**config.mk**
```make
export PLATFORM = sky130hd
export DESIGN_NAME = i2cf_ctrl
export DESIGN_NICKNAME = d
export VERILOG_FILES = /design/src/rtl/i2cf_pkg.sv /design/src/rtl/i2cf_phase_div.sv /design/src/rtl/i2cf_bus_mon.sv /design/src/rtl/i2cf_ctrl.sv
export SDC_FILE = /design/constraint.sdc
export NUM_CORES = 1
export LEC_CHECK = 0
export BUFFER_PORTS_ARGS = -buffer_cell sky130_fd_sc_hd__buf_2
export CORE_ASPECT_RATIO = 2
export CORE_MARGIN = 2
export CORE_UTILIZATION = 40
export DETAILED_ROUTE_END_ITERATION = 7
export GPL_TIMING_DRIVEN = 0
export PLACE_DENSITY = 0.63
export SLEW_MARGIN = 0
export SYNTH_ARGS = -nofsm -noshare
export SYNTH_HDL_FRONTEND = slang
export SYNTH_SLANG_ARGS = --single-unit
export TNS_END_PERCENT = 50
```
**constraint.sdc**
```tcl
create_clock -name clk -period 5.4 [get_ports clk]
set_clock_uncertainty 0.1 [all_clocks]
set_input_delay 0.81 -clock clk [delete_from_list [all_inputs] [get_ports clk]]
set_output_delay 0.81 -clock clk [all_outputs]
set_load 0.05 [all_outputs]
```
**src/rtl/i2cf_pkg.sv**
```systemverilog
package i2cf_pkg;

    typedef enum logic [2:0] {
        ST_IDLE,
        ST_START,
        ST_BITS,
        ST_ACK,
        ST_HOLD,
        ST_STOP
    } fsm_t;

    localparam logic [7:0] CODE_START      = 8'h08;
    localparam logic [7:0] CODE_RSTART     = 8'h10;
    localparam logic [7:0] CODE_ADR_W_ACK  = 8'h18;
    localparam logic [7:0] CODE_ADR_W_NACK = 8'h20;
    localparam logic [7:0] CODE_TX_ACK     = 8'h28;
    localparam logic [7:0] CODE_TX_NACK    = 8'h30;
    localparam logic [7:0] CODE_ADR_R_ACK  = 8'h40;
    localparam logic [7:0] CODE_ADR_R_NACK = 8'h48;
    localparam logic [7:0] CODE_RX_ACK     = 8'h50;
    localparam logic [7:0] CODE_RX_NACK    = 8'h58;
    localparam logic [7:0] CODE_NONE       = 8'hF8;

    typedef struct packed {
        fsm_t       st;
        logic [1:0] ph;
        logic [2:0] bitn;
        logic [7:0] sh;
        logic       smp;
        logic [7:0] dat;
        logic [7:0] stat;
        logic       en;
        logic       sta;
        logic       sto;
        logic       flag;
        logic       aa;
        logic       inoff;
        logic       master;
        logic       rd_mode;
        logic       addr_ph;
        logic       sda_hold;
    } ctl_t;

    localparam ctl_t CTL_RST = '{
        st: ST_IDLE, ph: 2'd0, bitn: 3'd0, sh: 8'h00, smp: 1'b0,
        dat: 8'h00, stat: CODE_NONE, en: 1'b0, sta: 1'b0, sto: 1'b0,
        flag: 1'b0, aa: 1'b0, inoff: 1'b0, master: 1'b0, rd_mode: 1'b0,
        addr_ph: 1'b0, sda_hold: 1'b0
    };

endpackage

```
**src/rtl/i2cf_phase_div.sv**
```systemverilog
module i2cf_phase_div #(
    parameter int PHASE_CYC = 4
) (
    input  logic clk,
    input  logic rst_n,
    input  logic clr,
    output logic tick
);
    localparam int CW = (PHASE_CYC > 1) ? $clog2(PHASE_CYC) : 1;
    localparam logic [CW-1:0] LAST = CW'(PHASE_CYC - 1);

    logic [CW-1:0] cnt_d, cnt_q;

    always_comb begin
        tick  = (cnt_q == LAST) && !clr;
        cnt_d = cnt_q;
        if (clr || tick) begin
            cnt_d = '0;
        end else begin
            cnt_d = cnt_q + 1'b1;
        end
    end

    always_ff @(posedge clk or negedge rst_n) begin
        if (!rst_n) cnt_q <= '0;
        else        cnt_q <= cnt_d;
    end
endmodule

```
**src/rtl/i2cf_bus_mon.sv**
```systemverilog
module i2cf_bus_mon (
    input  logic clk,
    input  logic rst_n,
    input  logic en,
    input  logic sda_in,
    input  logic scl_in,
    output logic busy
);
    logic sda_d, sda_q, scl_d, scl_q, busy_d, busy_q;
    logic saw_start, saw_stop;

    always_comb begin
        saw_start = scl_in && scl_q && sda_q && !sda_in;
        saw_stop  = scl_in && scl_q && !sda_q && sda_in;
        sda_d     = sda_in;
        scl_d     = scl_in;
        busy_d    = busy_q;
        if (!en)            busy_d = 1'b0;
        else if (saw_start) busy_d = 1'b1;
        else if (saw_stop)  busy_d = 1'b0;
    end

    always_ff @(posedge clk or negedge rst_n) begin
        if (!rst_n) begin
            sda_q  <= 1'b1;
            scl_q  <= 1'b1;
            busy_q <= 1'b0;
        end else begin
            sda_q  <= sda_d;
            scl_q  <= scl_d;
            busy_q <= busy_d;
        end
    end

    assign busy = busy_q;
endmodule

```
**src/rtl/i2cf_ctrl.sv**
```systemverilog
module i2cf_ctrl #(
    parameter int PHASE_CYC = 4
) (
    input  logic       clk,
    input  logic       rst_n,
    input  logic       reg_we,
    input  logic [1:0] reg_addr,
    input  logic [7:0] reg_wdata,
    output logic [7:0] reg_rdata,
    input  logic       glb_ie,
    input  logic       own_ie,
    input  logic       sda_in,
    input  logic       scl_in,
    output logic       sda_oe,
    output logic       scl_oe,
    output logic       irq
);
    import i2cf_pkg::*;

    ctl_t ctl_d, ctl_q;
    logic tick, busy, div_clr;
    logic rx, smp_now, got_ack, scl_lo, sda_lo;

    assign div_clr = (ctl_q.st == ST_IDLE) || (ctl_q.st == ST_HOLD);

    i2cf_phase_div #(.PHASE_CYC(PHASE_CYC)) u_div (
        .clk  (clk),
        .rst_n(rst_n),
        .clr  (div_clr),
        .tick (tick)
    );

    i2cf_bus_mon u_mon (
        .clk   (clk),
        .rst_n (rst_n),
        .en    (ctl_q.en),
        .sda_in(sda_in),
        .scl_in(scl_in),
        .busy  (busy)
    );

    always_comb begin
        ctl_d   = ctl_q;
        rx      = ctl_q.rd_mode && !ctl_q.addr_ph;
        smp_now = ctl_q.inoff || sda_in;
        got_ack = !ctl_q.smp;

        // software side first; hardware updates below take priority
        if (reg_we) begin
            case (reg_addr)
                2'd0: begin
                    ctl_d.en    = reg_wdata[0];
                    ctl_d.sta   = reg_wdata[1];
                    ctl_d.sto   = reg_wdata[2];
                    ctl_d.flag  = ctl_q.flag && reg_wdata[3];
                    ctl_d.aa    = reg_wdata[4];
                    ctl_d.inoff = reg_wdata[5];
                end
                2'd1:    ctl_d.dat = reg_wdata;
                default: ;
            endcase
        end

        case (ctl_q.st)
            ST_IDLE: begin
                ctl_d.master = 1'b0;
                if (ctl_q.en && ctl_q.sta && !busy) begin
                    ctl_d.st = ST_START;
                    ctl_d.ph = 2'd1;
                end else if (ctl_q.en && ctl_q.sto) begin
                    ctl_d.sto = 1'b0;
                end
            end
            ST_START: if (tick) begin
                ctl_d.ph = ctl_q.ph + 2'd1;
                if (ctl_q.ph == 2'd3) begin
                    ctl_d.st       = ST_HOLD;
                    ctl_d.flag     = 1'b1;
                    ctl_d.stat     = ctl_q.master ? CODE_RSTART : CODE_START;
                    ctl_d.master   = 1'b1;
                    ctl_d.sta      = 1'b0;
                    ctl_d.addr_ph  = 1'b1;
                    ctl_d.rd_mode  = 1'b0;
                    ctl_d.sda_hold = 1'b1;
                end
            end
            ST_BITS: if (tick) begin
                ctl_d.ph = ctl_q.ph + 2'd1;
                if (ctl_q.ph == 2'd2) ctl_d.smp = smp_now;
                if (ctl_q.ph == 2'd3) begin
                    ctl_d.sh   = {ctl_q.sh[6:0], ctl_q.smp};
                    ctl_d.bitn = ctl_q.bitn + 3'd1;
                    if (ctl_q.bitn == 3'd7) ctl_d.st = ST_ACK;
                end
            end
            ST_ACK: if (tick) begin
                ctl_d.ph = ctl_q.ph + 2'd1;
                if (ctl_q.ph == 2'd2) ctl_d.smp = smp_now;
                if (ctl_q.ph == 2'd3) begin
                    ctl_d.st       = ST_HOLD;
                    ctl_d.flag     = 1'b1;
                    ctl_d.sda_hold = rx && ctl_q.aa;
                    if (ctl_q.addr_ph) begin
                        ctl_d.addr_ph = 1'b0;
                        ctl_d.rd_mode = ctl_q.dat[0];
                        if (ctl_q.dat[0]) ctl_d.stat = got_ack ? CODE_ADR_R_ACK : CODE_ADR_R_NACK;
                        else              ctl_d.stat = got_ack ? CODE_ADR_W_ACK : CODE_ADR_W_NACK;
                    end else if (ctl_q.rd_mode) begin
                        ctl_d.dat  = ctl_q.sh;
                        ctl_d.stat = ctl_q.aa ? CODE_RX_ACK : CODE_RX_NACK;
                    end else begin
                        ctl_d.stat = got_ack ? CODE_TX_ACK : CODE_TX_NACK;
                    end
                end
            end
            ST_HOLD: if (!ctl_q.flag) begin
                ctl_d.ph = 2'd0;
                if (ctl_q.sta) begin
                    ctl_d.st = ST_START;
                end else if (ctl_q.sto) begin
                    ctl_d.st = ST_STOP;
                end else begin
                    ctl_d.st   = ST_BITS;
                    ctl_d.bitn = 3'd0;
                    ctl_d.sh   = rx ? 8'h00 : ctl_q.dat;
                end
            end
            ST_STOP: if (tick) begin
                if (ctl_q.ph != 2'd3) begin
                    ctl_d.ph = ctl_q.ph + 2'd1;
                end else if (!busy) begin
                    ctl_d.st      = ST_IDLE;
                    ctl_d.sto     = 1'b0;
                    ctl_d.master  = 1'b0;
                    ctl_d.rd_mode = 1'b0;
                    ctl_d.stat    = CODE_NONE;
                end
            end
            default: ctl_d.st = ST_IDLE;
        endcase

        if (!ctl_q.en) begin
            ctl_d.st     = ST_IDLE;
            ctl_d.ph     = 2'd0;
            ctl_d.master = 1'b0;
        end
    end

    always_ff @(posedge clk or negedge rst_n) begin
        if (!rst_n) ctl_q <= CTL_RST;
        else        ctl_q <= ctl_d;
    end

    // line drive per state and phase
    always_comb begin
        scl_lo = 1'b0;
        sda_lo = 1'b0;
        case (ctl_q.st)
            ST_START: begin
                scl_lo = (ctl_q.ph == 2'd0) || (ctl_q.ph == 2'd3);
                sda_lo = ctl_q.ph[1];
            end
            ST_BITS: begin
                scl_lo = !ctl_q.ph[1];
                sda_lo = !rx && !ctl_q.sh[7];
            end
            ST_ACK: begin
                scl_lo = !ctl_q.ph[1];
                sda_lo = rx && ctl_q.aa;
            end
            ST_HOLD: begin
                scl_lo = 1'b1;
                sda_lo = ctl_q.sda_hold;
            end
            ST_STOP: begin
                scl_lo = (ctl_q.ph == 2'd0);
                sda_lo = !ctl_q.ph[1];
            end
            default: ;
        endcase
    end

    assign scl_oe = ctl_q.en && scl_lo;
    assign sda_oe = ctl_q.en && sda_lo;
    assign irq    = ctl_q.flag && glb_ie && own_ie;

    always_comb begin
        case (reg_addr)
            2'd0:    reg_rdata = {2'b00, ctl_q.inoff, ctl_q.aa, ctl_q.flag,
                                  ctl_q.sto, ctl_q.sta, ctl_q.en};
            2'd1:    reg_rdata = ctl_q.dat;
            2'd2:    reg_rdata = ctl_q.stat;
            default: reg_rdata = 8'h00;
        endcase
    end
endmodule

```
Word-level counts from Yosys, hierarchy flattened
Cells that the tools add are included.
W data, S select, Z words.
Storage, ports and cells
  register bits after elaboration: 48
  input port bits: 17
  output and inout bits: 11
  word-level logic and storage cells: 189
Operators by class
  add/sub/neg operators: 3
  equality and inequality tests: 41
  mux-type cells: 77
  reductions and logical operators: 47
Operators with widths (number)
  $mux W8: 11
  $pmux W8 S3: 2
  $mux W5: 8
  $mux W17: 2
  $mux W11: 3
  $mux W16: 2
  $ne A3 B3 Y1 const B: 10
  $ne A2 B2 Y1 const B: 14
  $mux W3: 9
  $pmux W11 S2: 1
  $mux W7: 3
  $logic_and A1 B1 Y1: 17
  $mux W1: 16
  $mux W4: 4
  $pmux W3 S5: 1
  $mux W2: 6
  $reduce_and A6 Y1: 2
  $pmux W2 S5: 1
  $reduce_and A10 Y1: 1
  $eq A3 B3 Y1 const B: 3
  $ne A3 B2 Y1 const B: 3
  $reduce_and A9 Y1: 1
  $eq A2 B2 Y1 const B: 4
  $logic_not A1 Y1: 8
  25 further kinds: 36

Longest topological paths before layout
Gate-level depths: netlist (run 1).
  depth after elaboration: 8
  mapped depth: 7
  mapped depth without buffers: 6

Modules after synthesis
A second synthesis (run 1) with hierarchy kept.
Unflattened totals
  cells, all modules: 288
  area total of the unflattened synthesis: 2658.8 µm²
By module, submodules not included
  i2cf_ctrl: instances 1, cells an instance 273, area each 2463.6 µm², seq. area each 1007.2 µm²
  i2cf_bus_mon: instances 1, cells an instance 9, area each 108.9 µm², seq. area each 77.6 µm²
  i2cf_phase_div: instances 1, cells an instance 6, area each 86.3 µm², seq. area each 50.0 µm²

Worst setup path before layout (run 1)
OpenSTA, ideal clock, no wires.
  path kind: input-to-output
  from: input port reg_addr[1]
  to: output port reg_rdata[3]
  arrival time: 2186 ps
  required time: 4490 ps
  setup slack: 2304 ps
  stages on the path: 3
  buffers on the path: 1
  cells stage by stage: buf_2 -> mux2i_1 -> o21ai_0
On the way
  longest elaborated chain between the ends: 2
  elaborated cells between the ends (all ways): 4
  classes of those cells: eq/ne (2); mux (1); reduce/logical (1)
Ends and longest elaborated chain
  start: declaration: line i2cf_ctrl.sv:7  | input logic [1:0] reg_addr,
  $eq A2 B2 Y1, or another cell as far along: line i2cf_ctrl.sv:188  | case (reg_addr)
  $pmux W8 S3 *: line i2cf_ctrl.sv:188
  end: declaration: line i2cf_ctrl.sv:9  | output logic [7:0] reg_rdata,
Every way passes the cells marked *; elsewhere a longest branch is shown, timed or not.

Worst setup path after layout (run 1)
  from: register ctl_q[42] in the netlist's numbering
  to: output port scl_oe
On the way
  longest elaborated chain between the ends: 4
  elaborated cells between the ends (all ways): 8
  classes of those cells: eq/ne (5); mux (1); reduce/logical (2)
Ends and longest elaborated chain
  start: declaration: line i2cf_ctrl.sv:20  | ctl_t ctl_d, ctl_q;
  start signal: assignment: line i2cf_ctrl.sv:151  | else ctl_q <= ctl_d;
  $eq A3 B2 Y1: line i2cf_ctrl.sv:158  | case (ctl_q.st)
  $reduce_or A2 Y1 (no line)
  $pmux W1 S4 *: line i2cf_ctrl.sv:158
  $logic_and A1 B1 Y1 *: line i2cf_ctrl.sv:183  | assign scl_oe = ctl_q.en && scl_lo;
  end: declaration: line i2cf_ctrl.sv:15  | output logic scl_oe,
Marked as above.

==> summary.md, run 1 <==
| Metric | Value |
|---|---|
| Status | `complete, no violations` |
| Row count | `43` |
| GRT overflow | `0` |
| Fin nets | `359` |
| Global-route wire length before repair | `12600 um` |
| Area contributors post-synth | `dfrtp_1 (33%), dfstp_2 (6.4%), mux2i_1 (6.3%), nand2_1 (5.2%), mux2_2 (4.7%)` |
| DR vias | `2356` |
| RSZ-0062 raised after global routing | `false` |
| Kind of critical path | `register to primary output` |
| Post-CTS sizing | `0` |
| Placement Setup Slack | `2.35 ns` |
| Pwr Density | `315 nW/um^2` |
| Clock Path Buffers | `2` |
| All-Layer GR Usage | `0.211` |
| Total Routed Length | `7580 um` |
| Pin count of the biggest net entering global routing | `46` |
| Crit path time final | `3.06 ns` |
| Hold Fails Final Rpt | `0` |
| Type of the worst min-delay path | `register to register` |
| Final cycle utilization of the critical path | `0.566` |
| Final ANT Viol Nets | `0` |
| Via density | `5.57` |
| H-Tree Depth | `2` |
| Worst EP arrival | `2.15 ns` |
| Setup TNS | `0 ns` |
| Root Driver | `clkbuf_16` |
| Warnings from Yosys | `0` |
| Clk sinks | `45` |
| Die Width | `63.8 um` |
| Area growth from synthesis to layout | `14.3%` |
| EDFF count, synth | `0` |
| Fin. max-slew vios | `0` |
| Sequential-to-total area share from yosys stat | `0.396` |
| Clock latency on the worst-skew pair | `0.29 ns` |
| Antenna Cells | `0` |
| Die area | `7890 um^2` |
| Starting Density | `0.413` |
| Syn Inst Count | `300` |
| I/O Pins | `28` |
| Slew margin rel. | `0.314` |
| Commonest non-fill, non-tap cells in the layout | `nand2_1 (40), dfrtp_1 (38), buf_2 (32)` |
| Synth Flop Type | `dfrtp_1` |
| Syn avg cell area | `9.55 um^2` |
| Tot Pwr | `1030 uW` |
| DR DRC count | `0` |
| Buffers on Ports | `25` |
| Synth area leader | `dfrtp_1` |
| Final Setup Violations | `0` |
| WL/cell | `17.9 um` |
| Cell Area, Synth | `2860 um^2` |
| Most common cell after layout, fill and taps aside | `nand2_1` |
| Share of synthesized registers carrying an async set or reset | `1.00` |
| Util after Layout | `0.472` |
| Crit start category | `register` |
| Final HPWL DP | `5800 um` |
| VDD IR max | `201 uV` |
| Syn nets | `327` |
| Post-layout instance area | `3270 um^2` |
| Core area | `6940 um^2` |
| Layout cells sized above 1 | `0.243` |
| Max-Cap Viols | `0` |
| Number of synthesized register bits | `45` |
| Gpl congestion | `0.914` |
| Post-route worst setup slack | `2.34 ns` |
| TritonCTS Buffers | `5` |
| CTS Hold Bufs | `0` |
| Highest clock rate | `0.327 GHz` |
| TritonCTS clock tree | `built` |
| Placed Instance Area | `3100 um^2` |
| Drt first pass iters | `4` |
| Post-CTS Setup Bufs | `0` |
| Critical path capture point type | `primary output` |
| Worst reg2reg setup slack | `3.23 ns` |
| Initial DRC count | `81` |
| Slew @ Worst Pin | `1.03 ns` |
| Die height | `124 um` |
| Clk pin slew, worst setup/hold paths | `0.07 ns` |
| Netlist cell types | `63` |
| Vias in the first global route | `2457` |
| Worst-path fanout max | `10` |
| WP data required | `4.49 ns` |
| P_leak | `0.00150 uW` |
| Initial antenna violation count | `0` |
| Share of the synthesized area in the top cell type | `0.332` |
[cells in the mapped netlist, types with 6 or more instances]
master / instances
a21oi_1: 13
inv_1: 13
nor2_1: 13
dfrtp_1: 38
dfstp_2: 7
ha_1: 10
buf_2: 7
mux2i_1: 18
mux2_2: 12
nor2b_1: 7
nand3_1: 9
nor3_1: 6
o21ai_0: 24
nand2_1: 40
nand2b_1: 6
[worst max-delay path, stage by stage, from the launching register on]
cell	delay [ns]
dfrtp_1	0.45
buf_6	0.17
nor2b_1	0.33
nand2_1	0.22
or2_0	0.25
a21boi_1	0.16
buf_2	0.28
[metrics by stage]
stage / cells / hold slack (ns)
2_1_floorplan: 300 / 0.315
3_3_place_gp: 415 / 0.326
3_5_place_dp: 415 / 0.333
4_1_cts: 423 / 0.342
5_1_grt: 423 / 0.362
6_report: 423 / 0.338
[path summary, 6_finish.rpt]
path / start / end / cells past startpoint
max: ctl_q[42] / scl_oe / 6
min: u_div.cnt_q[0] / u_div.cnt_q[0] / 1
max reg2reg: ctl_q[39] / ctl_q[22] / 6
min reg2reg: u_div.cnt_q[0] / u_div.cnt_q[0] / 1
max in group asynchronous: rst_n / ctl_q[19] / 1
min in group asynchronous: rst_n / ctl_q[24] / 1
[registers in the layout (all words and copies together) (netlist names)]
| signal | count |
|---|---|
| ctl_q | 40 |
| u_div.cnt_q | 2 |
| u_mon.busy | 1 |
| u_mon.scl_q | 1 |
| u_mon.sda_q | 1 |
[kinds of logic after synthesis]
kind of cell / Yosys count / synth area share
AO/OA/AOI/OAI: 71 / 0.159
XOR/XNOR: 1 / 0.00306
adder cells (fa/ha/maj): 10 / 0.0437
buffers and inverters: 32 / 0.0642
flip-flops: 45 / 0.396
multiplexers: 31 / 0.115
AND/OR/NAND/NOR: 110 / 0.219
[routing by layer]
metal,vias up,share of wire,GRT usage
met3,25,0.029,0.0325
li1,1132,-,-
met5,-,0,0
met4,0,0.053,0.145
met2,67,0.54,0.382
met1,1132,0.37,0.219
[power by group]
part           leakage [uW]  switching (uW)  internal (uW)
sequential         0.000566            45.6            374
combinational      0.000851             151           98.1
clock             0.0000841             133            231
total               0.00150             329            704
[area by class of cell]
type | count | area, um^2
buffer | 18 | 131
tap | 90 | 113
clock inverter | 1 | 30.0
timing repair buffer | 25 | 125
multi-input combinational | 223 | 1550
sequential | 45 | 1130
clock buffer | 7 | 143
fill | 673 | 3670
inverter | 14 | 52.6
Note: power is estimated with default switching activity, not from simulation.
==> inputs of run 2 (changes only) <==
Settings changed: ABC_AREA from default to 1.
Clock period 5.4 ns to 3 ns, I/O delays scaled along.
==> run 2 against run 1 <==
Final area is 0.46% lower. Non-clock buffer count shrank 3. Sequential power rose by 97%. Synthesized cell count up 32%. Combinational power increased to 3.2 times the previous value. Die area decreased by 0.33%. Clock power rose by 64%. First-iteration DRC count is 99% higher. Area after synthesis is 0.35% lower. Largest cell class unchanged.
==> summary.md, run 2 <==
| Metric | Value |
|---|---|
| Status | `complete, no violations` |
| VDD IR max | `424 uV` |
| Fin. max-slew vios | `0` |
| Sequential-to-total area share from yosys stat | `0.398` |
| Buffers on Ports | `27` |
| Layout cells sized above 1 | `0.181` |
| Worst path bufs/invs | `4` |
| Type of the worst min-delay path | `input pin to register` |
| Crit start category | `register` |
| Hold Fails Final Rpt | `0` |
| Share of the synthesized area in the top cell type | `0.333` |
| RSZ-0062 raised after global routing | `false` |
| Logic pwr share | `0.359` |
| Internal power | `1350 uW` |
| CP max stage delay | `0.41 ns` |
| Reg power frac | `0.373` |
| Netlist cell types | `35` |
| Gpl congestion | `0.935` |
| Antenna Cells | `0` |
| Clk sinks | `45` |
| Pwr Density | `682 nW/um^2` |
| Max-Cap Viols | `0` |
| TritonCTS clock tree | `built` |
| Final ANT Viol Nets | `0` |
| Fin nets | `457` |
| Most frequent cells after synthesis | `nand2_1 (128), inv_1 (45), dfrtp_1 (38)` |
| Placement Setup Slack | `0.742 ns` |
| DR vias | `2653` |
| Fraction of power spent switching nets | `0.392` |
| Die area | `7870 um^2` |
| All-Layer GR Usage | `0.213` |
| Biggest regs | `ctl_q: 40 flops, u_div.cnt_q: 2 flops` |
| Final HPWL DP | `5990 um` |
| Worst-path fanout max | `10` |
| Synth Flop Type | `dfrtp_1` |
| DR DRC count | `0` |
| Max reg flops | `40` |
| P_leak | `0.00179 uW` |
| Area growth from synthesis to layout | `14.2%` |
| Syn nets | `423` |
| Starting Density | `0.411` |
| Critical path capture point type | `primary output` |
| Clock latency on the worst-skew pair | `0.30 ns` |
| H-Tree Depth | `2` |
| Area contributors post-synth | `dfrtp_1 (33%), nand2_1 (17%), dfstp_2 (6.4%), inv_1 (5.9%), o21ai_0 (5.8%)` |
| CP cell instances | `buf_6 > nor2_8 > nand2_2 > inv_2 > buf_4 > nand2_1 > o211ai_1 > o21a_1 > buf_2` |
| Biggest register | `ctl_q` |
| WP data required | `2.45 ns` |
| EDFF count, synth | `0` |
| Post-CTS sizing | `0` |
| Row count | `43` |
| Initial DRC count | `161` |
| Global-route wire length before repair | `12600 um` |
| Warnings from Yosys | `0` |
| Final cycle utilization of the critical path | `0.824` |
| CTS Hold Bufs | `0` |
| Syn avg cell area | `7.21 um^2` |
| Worst path slowest cell | `dfrtp_1` |
| Slew @ Worst Pin | `1.06 ns` |
| TritonCTS Buffers | `5` |
| Via density | `5.09` |
| Synth area leader | `dfrtp_1` |
| Clock Path Buffers | `2` |
| Final Setup Violations | `0` |
| Crit path time final | `2.47 ns` |
| Cell with the most instances after synthesis | `nand2_1` |
| Syn Inst Count | `396` |
| NetSw | `870 uW` |
| Root Driver | `clkbuf_16` |
| Core area | `6940 um^2` |
| Drt first pass iters | `5` |
| I/O Pins | `28` |
| Setup TNS | `0 ns` |
| Post-route worst setup slack | `0.527 ns` |
| WL/cell | `14.7 um` |
| CP top delay family | `buffers and inverters` |
| Pin count of the biggest net entering global routing | `46` |
| Highest clock rate | `0.404 GHz` |
| Cell Area, Synth | `2850 um^2` |
| Worst EP arrival | `1.92 ns` |
| Commonest non-fill, non-tap cells in the layout | `nand2_1 (128), inv_1 (45), dfrtp_1 (38)` |
| Initial antenna violation count | `0` |
| Share of synthesized registers carrying an async set or reset | `1.00` |
| Number of synthesized register bits | `45` |
| Post-CTS Setup Bufs | `0` |
| Total Routed Length | `7670 um` |
| Clk pin slew, worst setup/hold paths | `0.06 ns` |
| Kind of critical path | `register to primary output` |
| Die Width | `63.7 um` |
| Fillers | `717` |
| GRT overflow | `0` |
| Die height | `123 um` |
| Clock Power Share | `0.268` |
| Slew margin rel. | `0.296` |
| Vias in the first global route | `2741` |
| Most common cell after layout, fill and taps aside | `nand2_1` |
-- run 2: layout make-up --
cell class	instances	area, um^2	area share
multi-input cells	285	1440	0.441
flip-flops and latches	45	1130	0.348
clock buffers	7	153	0.0468
plain buffers	13	83.8	0.0257
clock inverters	1	5.00	0.00154
inverters	53	199	0.0610
well taps	90	113	0.0345
repair buffers	27	135	0.0415
-- run 2: logic make-up after synthesis --
logic type / synth area share
simple gates: 0.330
compound gates: 0.129
fa+ha+maj: 0.0438
flops: 0.398
buf+inv: 0.0991
-- run 2: worst register-to-register path, delay by kind of cell (launching register included) --
kind                   cells  cell delay [ns]
AND/OR/NAND/NOR            8             0.76
flip-flops                 1             0.38
buffers and inverters      3             0.48
-- run 2: metrics by stage --
stage | util | hold WS (ns) | instances | power, uW | cell area (um^2)
after floorplan | - | 0.0544 | 396 | 1430 | 2850
after global placement | 0.447 | 0.326 | 513 | 1620 | 3100
after detailed placement | 0.447 | 0.335 | 513 | 1630 | 3100
after CTS | 0.470 | 0.155 | 521 | 2240 | 3260
after global routing | 0.470 | 0.154 | 521 | 2380 | 3260
final | 0.470 | 0.158 | 521 | 2220 | 3260
-- run 2: power by group through the flow --
stage | Combinational, uW | Clock (uW) | Sequential [uW]
5_1_grt | 910 | 630 | 844
3_5_place_dp | 795 | 0 | 839
2_1_floorplan | 612 | 0 | 814
4_1_cts | 800 | 612 | 829
3_3_place_gp | 785 | 0 | 834
6_report | 798 | 596 | 829
-- run 2: path summary, 6_finish.rpt --
check	start	to	slack (ns)	cells past startpoint
min	scl_in	u_mon.scl_q	0.16	1
min in group asynchronous	rst_n	ctl_q[33]	0.24	1
max reg2reg	ctl_q[41]	ctl_q[28]	1.17	11
min reg2reg	u_div.cnt_q[0]	u_div.cnt_q[0]	0.34	1
max in group asynchronous	rst_n	ctl_q[29]	1.90	1
max	ctl_q[41]	sda_oe	0.53	9
-- run 2: layer usage --
layer	routed length [um]	GRT usage
met5	0	0
met4	350	0.148
met3	195	0.0300
met2	4300	0.411
met1	2820	0.200
==> inputs of run 3 (changes only) <==
Settings changed: ABC_AREA 1 to 0.
Clock period 3 ns to 2.5 ns, I/O delays scaled along.
==> run 3 against run 2 <==
Die area is 0.34% higher. Highest routed layer unchanged. Register-to-register slack got worse by 0.86 ns. Hold slack lost 0.064 ns. Combinational power fell by 32%. Routed wire length fell by 0.65%.
==> summary.md, run 3 (synthesis results as in run 1) <==
| Metric | Value |
|---|---|
| Final cycle utilization of the critical path | `0.952` |
| I/O Pins | `28` |
| Final Setup Violations | `0` |
| Clk sinks | `45` |
| Clock Path Buffers | `2` |
| Setup TNS | `0 ns` |
| WP data required | `2.03 ns` |
| Max-Cap Viols | `0` |
| Vias in the first global route | `2457` |
| Gpl congestion | `0.914` |
| Type of the worst min-delay path | `input pin to register` |
| WL/cell | `18.0 um` |
| Fillers | `673` |
| Biggest register | `ctl_q` |
| DR DRC count | `0` |
| Highest clock rate | `0.420 GHz` |
| Initial antenna violation count | `0` |
| VDD IR max | `434 uV` |
| Area growth from synthesis to layout | `14.7%` |
| Total Routed Length | `7620 um` |
| TritonCTS clock tree | `built` |
| Status | `complete, no violations` |
| Tot Pwr | `2250 uW` |
| Cells on Worst Hold Path | `1` |
| All-Layer GR Usage | `0.211` |
| Drt first pass iters | `4` |
| Util after Layout | `0.473` |
| Global-route wire length before repair | `12600 um` |
| Slew margin rel. | `0.311` |
| Fin nets | `359` |
| Biggest regs | `ctl_q: 40 flops, u_div.cnt_q: 2 flops` |
| Core area | `6940 um^2` |
| Slew @ Worst Pin | `1.03 ns` |
| Via density | `5.57` |
| Final HPWL DP | `5800 um` |
| Root Driver | `clkbuf_16` |
| Die area | `7890 um^2` |
| GRT overflow | `0` |
| Buffers on Ports | `25` |
| Starting Density | `0.413` |
| Pwr Density | `684 nW/um^2` |
| P_leak | `0.00150 uW` |
| Reg2Reg Depth | `6` |
| RSZ-0062 raised after global routing | `false` |
| Antenna Cells | `0` |
| Commonest non-fill, non-tap cells in the layout | `nand2_1 (39), dfrtp_1 (37), buf_2 (30)` |
| Row count | `43` |
| Die Width | `63.8 um` |
| Clock latency on the worst-skew pair | `0.30 ns` |
| Hold Fails Final Rpt | `0` |
| Final ANT Viol Nets | `0` |
| Fin. max-slew vios | `0` |
| Clk pin slew, worst setup/hold paths | `0.07 ns` |
| Post-layout instance area | `3290 um^2` |
| Pin count of the biggest net entering global routing | `46` |
| TritonCTS Buffers | `5` |
| Placed Instance Area | `3100 um^2` |
| DR vias | `2354` |
| Worst EP arrival | `1.91 ns` |
| Layout cells sized above 1 | `0.252` |
| Kind of critical path | `register to primary output` |
| Worst hold slack | `0.0943 ns` |
| Crit start category | `register` |
| Worst-path fanout max | `10` |
| H-Tree Depth | `2` |
| Die height | `124 um` |
| Most common cell after layout, fill and taps aside | `nand2_1` |
| Critical path capture point type | `primary output` |
| Crit path time final | `2.38 ns` |
| CTS Hold Bufs | `0` |
| Initial DRC count | `90` |
| Max reg flops | `40` |
-- run 3: metrics by stage --
step / worst slack [ns] / cells
finish: 0.120 / 423
global route: 0.0124 / 423
CTS: 0.00473 / 423
detailed placement: 0.203 / 415
global placement: 0.229 / 415
floorplan: 0.174 / 300
-- run 3: final timing paths --
| kind | from | endpoint | slack [ns] |
|---|---|---|---|
| worst min register to register | u_div.cnt_q[0] | u_div.cnt_q[0] | 0.34 |
| worst max-delay path | ctl_q[42] | scl_oe | 0.12 |
| min in group asynchronous | rst_n | ctl_q[24] | 0.16 |
| worst max register to register | ctl_q[39] | ctl_q[22] | 0.31 |
| max in group asynchronous | rst_n | ctl_q[41] | 1.43 |
| worst min-delay path | scl_in | u_mon.scl_q | 0.09 |
-- run 3: layout make-up --
type	count	area (um^2)	share of cell area
Timing Repair Buffer	25	130	0.0396
Sequential cell	45	1140	0.346
Multi-Input combinational cell	223	1550	0.472
Tap cell	90	113	0.0343
Clock buffer	7	143	0.0434
Buffer	18	131	0.0400
Inverter	14	52.6	0.0160
Clock inverter	1	30.0	0.00914
-- run 3: timing repair --
action / 4_1_cts / 5_1_grt
buffers inserted: 0 / 0
gates cloned: 0 / 0
setup endpoints to repair: 1 / 2
resized for setup: 1 / 6
-- run 3: per-layer routing --
layer / GRT usage / vias to the layer above / part of all wire
met3: 0.0325 / 27 / 0.033
met4: 0.145 / 0 / 0.056
met5: 0 / - / 0
met1: 0.219 / 1130 / 0.37
met2: 0.382 / 69 / 0.54
li1: - / 1128 / -
-- run 3: critical path, cell delays in order, from the launching register on --
cell and delay (ns):
dfrtp_1 0.45, buf_6 0.17, nor2b_2 0.24, nand2_2 0.14, or2_0 0.22, a21boi_1 0.16, buf_4 0.22
-- run 3: where the power goes --
part           switching [uW]  internal (uW)
combinational             326            219
clock                     293            500
sequential               99.9            809
total                     719           1530
